==> src/rtl/dbg_scan_pkg.sv <==
// Shared constants for the debug register scan chain.
// Assumes the frame layout is fixed: data low, address above, flag on top.
package dbg_scan_pkg;
    localparam int DATA_W    = 32;
    localparam int ADDR_W    = 5;
    localparam int FRAME_W   = DATA_W + ADDR_W + 1;
    localparam int VER_W     = 4;
    localparam int WP_REGS   = 6;
    localparam int WP_STRIDE = 8;

    localparam logic [ADDR_W-1:0] A_CTRL   = 5'h00;
    localparam logic [ADDR_W-1:0] A_STAT   = 5'h01;
    localparam logic [ADDR_W-1:0] A_VCATCH = 5'h02;
    localparam logic [ADDR_W-1:0] A_CFLAGS = 5'h04;
    localparam logic [ADDR_W-1:0] A_CDATA  = 5'h05;

    // Packed so that bit FRAME_W-1 is the flag and bits [DATA_W-1:0] the data.
    typedef struct packed {
        logic              wr;
        logic [ADDR_W-1:0] addr;
        logic [DATA_W-1:0] data;
    } frame_t;
endpackage

==> src/rtl/dbg_scan_shifter.sv <==
// Serial shift register of the chain.
// Capture loads only the data field. Shift moves one bit toward tdo.
// Assumes capture, shift and update are mutually exclusive TAP states.
module dbg_scan_shifter
    import dbg_scan_pkg::*;
(
    input  logic              clk,
    input  logic              rst_n,
    input  logic              sel,
    input  logic              capture,
    input  logic              shift,
    input  logic              update,
    input  logic              tdi,
    input  logic [DATA_W-1:0] cap_data,
    output logic              tdo,
    output logic              cap_take,
    output logic              upd_valid,
    output frame_t            upd_frame
);
    logic [FRAME_W-1:0] sr_q;

    // Capture reloads the data field; shift feeds tdi in at the top.
    always_ff @(posedge clk) begin
        if (!rst_n) begin
            sr_q <= '0;
        end else if (sel && capture) begin
            sr_q[DATA_W-1:0] <= cap_data;
        end else if (sel && shift) begin
            sr_q <= {tdi, sr_q[FRAME_W-1:1]};
        end
    end

    // Strobes seen by the rest of the block, gated by the instruction select.
    always_comb begin
        tdo       = sr_q[0];
        cap_take  = sel && capture;
        upd_valid = sel && update;
        upd_frame = frame_t'(sr_q);
    end
endmodule

==> src/rtl/dbg_reg_bank.sv <==
// Plain debug registers: control, status, optional vector catch, watchpoints.
// Narrow registers keep only their low bits. Unmapped addresses read zero.
// Assumes addresses of the channel registers are handled by the caller.
module dbg_reg_bank
    import dbg_scan_pkg::*;
#(
    parameter int CTRL_W     = 6,
    parameter int STAT_W     = 10,
    parameter int VCATCH_W   = 8,
    parameter int NUM_WP     = 2,
    parameter bit HAS_VCATCH = 1'b1
) (
    input  logic                clk,
    input  logic                rst_n,
    input  logic                we,
    input  logic [ADDR_W-1:0]   waddr,
    input  logic [DATA_W-1:0]   wdata,
    input  logic [ADDR_W-1:0]   raddr,
    output logic [DATA_W-1:0]   rdata,
    output logic [CTRL_W-1:0]   ctrl_o,
    output logic [VCATCH_W-1:0] vcatch_o
);
    function automatic logic [ADDR_W-1:0] wp_addr(input int unit, input int idx);
        return ADDR_W'((unit + 1) * WP_STRIDE + idx);
    endfunction

    logic [CTRL_W-1:0]   ctrl_q;
    logic [STAT_W-1:0]   stat_q;
    logic [VCATCH_W-1:0] vc_q;
    logic [DATA_W-1:0]   wp_q [NUM_WP][WP_REGS];

    // Debug control and status registers, truncated to their widths.
    always_ff @(posedge clk) begin
        if (!rst_n) begin
            ctrl_q <= '0;
            stat_q <= '0;
        end else if (we) begin
            if (waddr == A_CTRL) ctrl_q <= wdata[CTRL_W-1:0];
            if (waddr == A_STAT) stat_q <= wdata[STAT_W-1:0];
        end
    end

    generate
        if (HAS_VCATCH) begin : g_vcatch
            // Vector-catch register, built only when requested.
            always_ff @(posedge clk) begin
                if (!rst_n)                         vc_q <= '0;
                else if (we && waddr == A_VCATCH)   vc_q <= wdata[VCATCH_W-1:0];
            end
        end else begin : g_no_vcatch
            assign vc_q = '0;
        end

        for (genvar u = 0; u < NUM_WP; u++) begin : g_unit
            for (genvar r = 0; r < WP_REGS; r++) begin : g_reg
                // One full-width watchpoint register.
                always_ff @(posedge clk) begin
                    if (!rst_n)                          wp_q[u][r] <= '0;
                    else if (we && waddr == wp_addr(u, r)) wp_q[u][r] <= wdata;
                end
            end
        end
    endgenerate

    // Read mux: zero unless the address hits a register of this bank.
    always_comb begin
        rdata = '0;
        if (raddr == A_CTRL) rdata = DATA_W'(ctrl_q);
        if (raddr == A_STAT) rdata = DATA_W'(stat_q);
        if (HAS_VCATCH && raddr == A_VCATCH) rdata = DATA_W'(vc_q);
        for (int u = 0; u < NUM_WP; u++) begin
            for (int r = 0; r < WP_REGS; r++) begin
                if (raddr == wp_addr(u, r)) rdata = wp_q[u][r];
            end
        end
    end

    assign ctrl_o   = ctrl_q;
    assign vcatch_o = vc_q;
endmodule

==> src/rtl/dbg_comm_channel.sv <==
// Two-way message channel between debugger and core.
// It holds the ready and busy flags and one data word for each direction.
// Assumes a set and a clear of the same flag in one cycle resolve to set.
module dbg_comm_channel
    import dbg_scan_pkg::*;
#(
    parameter logic [VER_W-1:0] VERSION = 4'd6
) (
    input  logic              clk,
    input  logic              rst_n,
    input  logic              dbg_wr,
    input  logic [DATA_W-1:0] dbg_wdata,
    input  logic              dbg_take,
    input  logic              core_wr,
    input  logic [DATA_W-1:0] core_wdata,
    input  logic              core_rd,
    output logic [DATA_W-1:0] to_dbg,
    output logic [DATA_W-1:0] flags_word,
    output logic [DATA_W-1:0] core_rdata,
    output logic              rd_ready,
    output logic              wr_busy
);
    logic [DATA_W-1:0] to_dbg_q, from_dbg_q;
    logic              ready_q, busy_q;

    // Core-to-debugger word and its ready flag.
    always_ff @(posedge clk) begin
        if (!rst_n) begin
            to_dbg_q <= '0;
            ready_q  <= 1'b0;
        end else if (core_wr) begin
            to_dbg_q <= core_wdata;
            ready_q  <= 1'b1;
        end else if (dbg_take) begin
            ready_q  <= 1'b0;
        end
    end

    // Debugger-to-core word and its busy flag.
    always_ff @(posedge clk) begin
        if (!rst_n) begin
            from_dbg_q <= '0;
            busy_q     <= 1'b0;
        end else if (dbg_wr) begin
            from_dbg_q <= dbg_wdata;
            busy_q     <= 1'b1;
        end else if (core_rd) begin
            busy_q     <= 1'b0;
        end
    end

    // Flag register view: version on top, flags at the bottom.
    always_comb begin
        flags_word = {VERSION, {(DATA_W - VER_W - 2){1'b0}}, busy_q, ready_q};
    end

    assign to_dbg     = to_dbg_q;
    assign core_rdata = from_dbg_q;
    assign rd_ready   = ready_q;
    assign wr_busy    = busy_q;
endmodule

==> src/rtl/dbg_scan_regs.sv <==
// Top of the debug register scan chain.
// It decodes update frames into writes and read requests and keeps one
// pending read. At the next capture it picks the value to load.
// Assumes one TAP state strobe per cycle and a single clock domain.
module dbg_scan_regs
    import dbg_scan_pkg::*;
#(
    parameter int               CTRL_W       = 6,
    parameter int               STAT_W       = 10,
    parameter int               VCATCH_W     = 8,
    parameter int               NUM_WP       = 2,
    parameter bit               HAS_VCATCH   = 1'b1,
    parameter logic [VER_W-1:0] CHAN_VERSION = 4'd6
) (
    input  logic                clk,
    input  logic                rst_n,
    input  logic                ir_sel_i,
    input  logic                capture_i,
    input  logic                shift_i,
    input  logic                update_i,
    input  logic                tdi_i,
    output logic                tdo_o,
    input  logic                core_wr_i,
    input  logic [DATA_W-1:0]   core_wdata_i,
    input  logic                core_rd_i,
    output logic [DATA_W-1:0]   core_rdata_o,
    output logic                rd_ready_o,
    output logic                wr_busy_o,
    output logic [CTRL_W-1:0]   dbg_ctrl_o,
    output logic [VCATCH_W-1:0] vcatch_o
);
    logic              cap_take, upd_valid;
    frame_t            upd_frame;
    logic [DATA_W-1:0] cap_data, bank_rdata, to_dbg, flags_word;
    logic              pend_q;
    logic [ADDR_W-1:0] pend_addr_q;
    logic              upd_wr, chan_wr, chan_take;

    dbg_scan_shifter u_shift (
        .clk       (clk),
        .rst_n     (rst_n),
        .sel       (ir_sel_i),
        .capture   (capture_i),
        .shift     (shift_i),
        .update    (update_i),
        .tdi       (tdi_i),
        .cap_data  (cap_data),
        .tdo       (tdo_o),
        .cap_take  (cap_take),
        .upd_valid (upd_valid),
        .upd_frame (upd_frame)
    );

    // Pending read: set by a read frame at update, consumed at the next capture.
    always_ff @(posedge clk) begin
        if (!rst_n) begin
            pend_q      <= 1'b0;
            pend_addr_q <= '0;
        end else if (upd_valid) begin
            pend_q      <= !upd_frame.wr;
            pend_addr_q <= upd_frame.addr;
        end else if (cap_take) begin
            pend_q      <= 1'b0;
        end
    end

    // Write decode and side-effect strobes for the channel.
    always_comb begin
        upd_wr    = upd_valid && upd_frame.wr;
        chan_wr   = upd_wr && (upd_frame.addr == A_CDATA);
        chan_take = cap_take && pend_q && (pend_addr_q == A_CDATA);
    end

    // Capture value: the pending register, or zero if no read is pending.
    always_comb begin
        cap_data = '0;
        if (pend_q) begin
            if (pend_addr_q == A_CDATA)       cap_data = to_dbg;
            else if (pend_addr_q == A_CFLAGS) cap_data = flags_word;
            else                              cap_data = bank_rdata;
        end
    end

    dbg_reg_bank #(
        .CTRL_W     (CTRL_W),
        .STAT_W     (STAT_W),
        .VCATCH_W   (VCATCH_W),
        .NUM_WP     (NUM_WP),
        .HAS_VCATCH (HAS_VCATCH)
    ) u_bank (
        .clk      (clk),
        .rst_n    (rst_n),
        .we       (upd_wr),
        .waddr    (upd_frame.addr),
        .wdata    (upd_frame.data),
        .raddr    (pend_addr_q),
        .rdata    (bank_rdata),
        .ctrl_o   (dbg_ctrl_o),
        .vcatch_o (vcatch_o)
    );

    dbg_comm_channel #(
        .VERSION (CHAN_VERSION)
    ) u_chan (
        .clk        (clk),
        .rst_n      (rst_n),
        .dbg_wr     (chan_wr),
        .dbg_wdata  (upd_frame.data),
        .dbg_take   (chan_take),
        .core_wr    (core_wr_i),
        .core_wdata (core_wdata_i),
        .core_rd    (core_rd_i),
        .to_dbg     (to_dbg),
        .flags_word (flags_word),
        .core_rdata (core_rdata_o),
        .rd_ready   (rd_ready_o),
        .wr_busy    (wr_busy_o)
    );
endmodule

==> config.mk <==
export PLATFORM = sky130hd
export DESIGN_NAME = dbg_scan_regs
export DESIGN_NICKNAME = d
export VERILOG_FILES = /design/src/rtl/dbg_scan_pkg.sv /design/src/rtl/dbg_scan_shifter.sv /design/src/rtl/dbg_reg_bank.sv /design/src/rtl/dbg_comm_channel.sv /design/src/rtl/dbg_scan_regs.sv
export SDC_FILE = /design/constraint.sdc
export NUM_CORES = 1
export LEC_CHECK = 0
export CELL_PAD_IN_SITES_DETAIL_PLACEMENT = 1
export CELL_PAD_IN_SITES_GLOBAL_PLACEMENT = 2
export CORE_MARGIN = 2
export CORE_UTILIZATION = 42
export CTS_CLUSTER_DIAMETER = 120
export CTS_CLUSTER_SIZE = 14
export DETAILED_ROUTE_END_ITERATION = 10
export HOLD_SLACK_MARGIN = 0.15
export PLACE_DENSITY = 0.87
export SLEW_MARGIN = 20
export SYNTH_ARGS = -nofsm -noshare
export SYNTH_HDL_FRONTEND = slang
export SYNTH_SLANG_ARGS = --single-unit
==> constraint.sdc <==
create_clock -name clk -period 6.76 [get_ports clk]
set_input_delay 2.028 -clock clk [delete_from_list [all_inputs] [get_ports clk]]
set_output_delay 2.028 -clock clk [all_outputs]
set_load 0.05 [all_outputs]
==> results.txt <==
The run finished with clean final reports. The placed wire-length estimate after detailed placement was 53.6 mm. Setup violations remaining at the end of the flow were counted as 0.

For the vias after detailed routing, the log shows 17582. The maximum fanout encountered on the critical timing path is 22. The final critical delay including setup and external delays came out at 4660 ps. For the pin with the worst max-slew slack, the measured transition is 1230 ps. Average vias per placed instance: 6.03.

The worst hold path terminates at u_chan.core_rdata[25]$_SDFFE_PN0P_. The aggregate routed wire length is 80.5 mm. In this run the most critical hold path is launched from u_chan.core_rdata[25]$_SDFFE_PN0P_.

The run gives 0 as the antenna violation net count after detailed routing. The tools report the final total negative setup slack as 0 ps. The endpoint identified for the worst register-to-register timing path is u_shift.upd_frame[15]$_SDFFE_PN0P_.

Synthesis handed over a netlist of 2164 instances. On the final layout, the worst hold slack is 457 ps. Summing all multi-input logic gate instances after layout gives 9120 µm².

Synthesis produced a netlist with a net count of 2205. After floorplanning, the core was divided into 87 placement rows. Traced cell by cell, the critical path runs through clkdlybuf4s50_1 > buf_4 > nand2_2 > nor3b_2 > nand2_1 > o21ai_4 > buf_4. Counting flops with an async set or reset pin after synthesis yields a share of 0%. In this run the post-CTS setup repair buffer count came out at 0. Dividing the final minimum period by the clock period gives 68.9%.

The analysis attributes to cell leakage a power of 0.00929 µW. For the total of cells resized after clock tree synthesis, the log shows 0. Number of antenna violations at the first check in global routing: 2. Count of buffer and inverter cells on the critical path: 3. Clock-pin slew was measured on the worst setup and hold paths at 70 ps. The run gives 18.1% as the max-slew headroom at the worst pin.

The synthesized area per cell works out to 11.1 µm². Before CTS, the worst setup slack after placement is 1540 ps. The number of nets in the final layout came out at 2177. The most numerous cell type found on the critical path is buf_4. The number of DRC violations after detailed routing is 0, and the initial detailed-routing violation count is 1802.

The run gives 119 mm as the wire length of the first global-routing pass. The tools report the clock skew after layout as 31.1 ps. Residual overflow from global routing: 0. The largest individual stage delay along the critical path comes from the cell o21ai_4.

Summing all non-filler instances in the final layout gives an area of 26700 µm². In the synthesized netlist the dominant register cell turns out to be edfxtp_1. In this run the count of I/O pins placed on the die edge is 90.

The routed length per placed instance is 27.6 µm, and the setup slack of the worst register-to-register path is 3150 ps. In this design, the largest share of critical-path delay is due to buffers and inverters. In this run the tool buffered the top-level ports with 89 buffer cells. In this run, synthesis inferred 384 flip-flops with an integrated enable. For the data arrival time of the critical path, the log shows 4950 ps. The mapped netlist covers 24100 µm². The min-delay analysis places its worst path in the category reg -> reg. Setup repair after global routing left no endpoint under its margin. The run gives 600 ps as the clock insertion delay at the later pin of the skew report. CTS saw 518 sinks. The via count of the first global-routing pass was 18214; the routability congestion estimate was 0.885. For the worst flop-to-flop path, the logic depth is 8. STA classifies the critical path startpoint as an input port.

The flip-flop and latch area was 14200 µm². TritonCTS built the clock tree. The max-capacitance violation count came out at 0. The H-tree was split into 2 levels. The number of max-slew violations in the final report was 0; the length of the first detailed-routing pass in iterations was 5. The pin count of the biggest net entering global routing came out at 83. The cell depth of the worst hold path was 2. Reg-to-reg startpoint: pend_addr_q[1]$_SDFFE_PN0P_. For the count of yosys warnings during synthesis, the log shows 0. Measured along the x axis, the die boundary spans 244 µm. The number of distinct library cells after synthesis was 80. The relative area change from synthesis to final layout was 11.0%.

Summing all placed instances gives a cell area of 25500 µm². The worst setup path is captured at a flop. The setup path with the least slack is of type in -> reg.

The fill cell total of the finished layout was 5987. The cell sitting at the root of the clock tree is a clkbuf_16. Hold repair after CTS inserted 0 buffers. The maximum clock insertion buffer count came out at 3. The initial utilization of the core area, before any placement, comes to 42.6%. From bottom edge to top edge, the die measures 244 µm.

For this run, the total global-route usage over all layers was measured as 27.0%. After layout, the worst setup slack is 2100 ps. On the worst path, the slowest cell contributes a delay of 870 ps.

Cells with a size suffix above 1 make up 6.94% of the layout. In this run, synthesis produced a sequential element count of 518. Highest ir drop seen on vdd: 0.000161 V. The number of endpoints with negative hold slack in the final report is 0, and the total die area is 59300 µm². The region available for standard cell placement spans 56600 µm². The logs give 42 for the number of buffers added by the clock tree synthesis step and 215 MHz for the highest attainable clock frequency. The required time of the critical path is 7050 ps, and the sequential element share of the synthesized area is 59.0%. The power per cell area works out to 231 nW/µm².
-- tightest hold or removal path, cell delays in order, from the launching register on --
cell	delay (ps)
dfxtp_1	310
nand2_1	50
a21boi_1	50
-- flip-flops by register name, indices dropped and copies added, names as in the netlist --
| name | count |
|---|---|
| u_shift.upd_frame | 38 |
| u_bank.wp_q | 384 |
| u_bank.ctrl_o | 6 |
| u_chan.rd_ready | 1 |
| u_bank.stat_q | 10 |
| u_chan.wr_busy | 1 |
| pend_addr_q | 5 |
| pend_q | 1 |
| u_bank.vcatch_o | 8 |
| u_chan.to_dbg | 32 |
| u_chan.core_rdata | 32 |
-- metrics by stage --
stage / utilization, % / total power, µW / std cells
after detailed placement: 45.1 / 3900 / 2847
after CTS: 47.2 / 6180 / 2915
after floorplan: - / 3760 / 2164
after global placement: 45.0 / 3880 / 2845
after global routing: 47.2 / 6320 / 2916
final: 47.2 / 6160 / 2917
-- layer usage --
layer / vias to the layer above / track usage [%] / wire [µm]
li1: 7708 / - / -
met1: 8873 / 35.4 / 32600
met2: 837 / 43.2 / 37100
met3: 164 / 6.80 / 7750
met4: 0 / 9.81 / 3000
met5: - / 0 / 0
-- worst max path at each step --
stage	start	endpoint	slack (ps)	cells after the start
6_report	ir_sel_i	u_bank.wp_q[0][132]$_SDFFCE_PN0P_	2100	7
5_1_grt	ir_sel_i	u_bank.wp_q[0][135]$_SDFFCE_PN0P_	1910	7
4_1_cts	ir_sel_i	u_bank.wp_q[0][133]$_SDFFCE_PN0P_	2150	7
3_5_place_dp	ir_sel_i	u_bank.wp_q[0][137]$_SDFFCE_PN0P_	1540	7
3_3_place_gp	ir_sel_i	u_bank.wp_q[1][115]$_SDFFCE_PN0P_	1630	7
2_1_floorplan	ir_sel_i	u_bank.wp_q[1][160]$_SDFFCE_PN0P_	1130	5
-- area by class of cell --
| cell class | instances | share of cell area (%) |
|---|---|---|
| inverter | 11 | 0.154 |
| antenna | 1 | 0.00936 |
| clock buffer | 67 | 4.36 |
| sequential | 518 | 53.2 |
| timing repair buffer | 127 | 4.60 |
| multi-input combinational | 1436 | 34.1 |
| clock inverter | 1 | 0.0328 |
| tap | 756 | 3.54 |
-- power breakdown --
group / total, µW / switching, µW / internal, µW
Sequential: 3610 / 103 / 3500
Combinational: 232 / 147 / 85.4
Clock: 2320 / 1150 / 1180
-- layout by cell type (no fill, tap or decap), drive strengths merged, types with 7 or more instances in the layout --
master | synthesis | routed
clkbuf | 130 | 67
and3 | 10 | 10
a31oi | 39 | 39
dfxtp | 134 | 134
a21oi | 85 | 85
nor3b | 7 | 7
o211ai | 23 | 23
nor2 | 108 | 108
inv | 10 | 11
clkdlybuf4s50 | 0 | 87
nand2b | 11 | 11
edfxtp | 384 | 384
a21o | 9 | 9
a21boi | 48 | 48
nand3 | 43 | 43
mux2i | 77 | 77
and2 | 369 | 369
nand2 | 138 | 138
o21ai | 127 | 127
a22o | 18 | 18
a22oi | 50 | 50
nor4 | 7 | 7
o22ai | 12 | 12
o221ai | 26 | 26
nor2b | 83 | 83
nor3 | 50 | 50
buf | 69 | 40
mux2 | 10 | 10
-- kinds of logic after synthesis --
logic type / Yosys count / share of synthesized area, %
AND/OR/NAND/NOR: 857 / 20.0
flip-flops: 518 / 59.0
AO/OA/AOI/OAI: 491 / 13.4
buffers and inverters: 210 / 3.94
multiplexers: 87 / 3.67
XOR/XNOR: 1 / 0.0364
-- synth_stat cells, drive strengths merged (3+ instances only) --
library cell / count / area (µm²)
mux2i: 77 / 771
edfxtp: 384 / 11500
a221oi: 6 / 58.8
a31oi: 39 / 244
a22oi: 50 / 375
o221ai: 26 / 228
a222oi: 5 / 50.1
a211oi: 5 / 37.5
a32oi: 3 / 26.3
nor2b: 83 / 519
clkbuf: 130 / 495
nor2: 108 / 428
o22a: 3 / 26.3
o31ai: 3 / 22.5
nor3b: 7 / 85.1
and2: 369 / 2310
nand2b: 11 / 76.3
o2111ai: 5 / 43.8
o211ai: 23 / 173
nor4: 7 / 43.8
o21a: 6 / 45.0
nor3: 50 / 267
or3b: 3 / 26.3
o21ai: 127 / 636
nand3b: 5 / 37.5
mux2: 10 / 113
a21oi: 85 / 425
inv: 10 / 37.5
a21boi: 48 / 360
or2: 5 / 31.3
or3: 5 / 31.3
o22ai: 12 / 75.1
a22o: 18 / 158
nor4b: 4 / 71.3
and3: 10 / 62.6
a21o: 9 / 67.6
dfxtp: 134 / 2680
buf: 69 / 412
nand2: 138 / 526
nand3: 43 / 220
(Power assumes the default switching activity.)
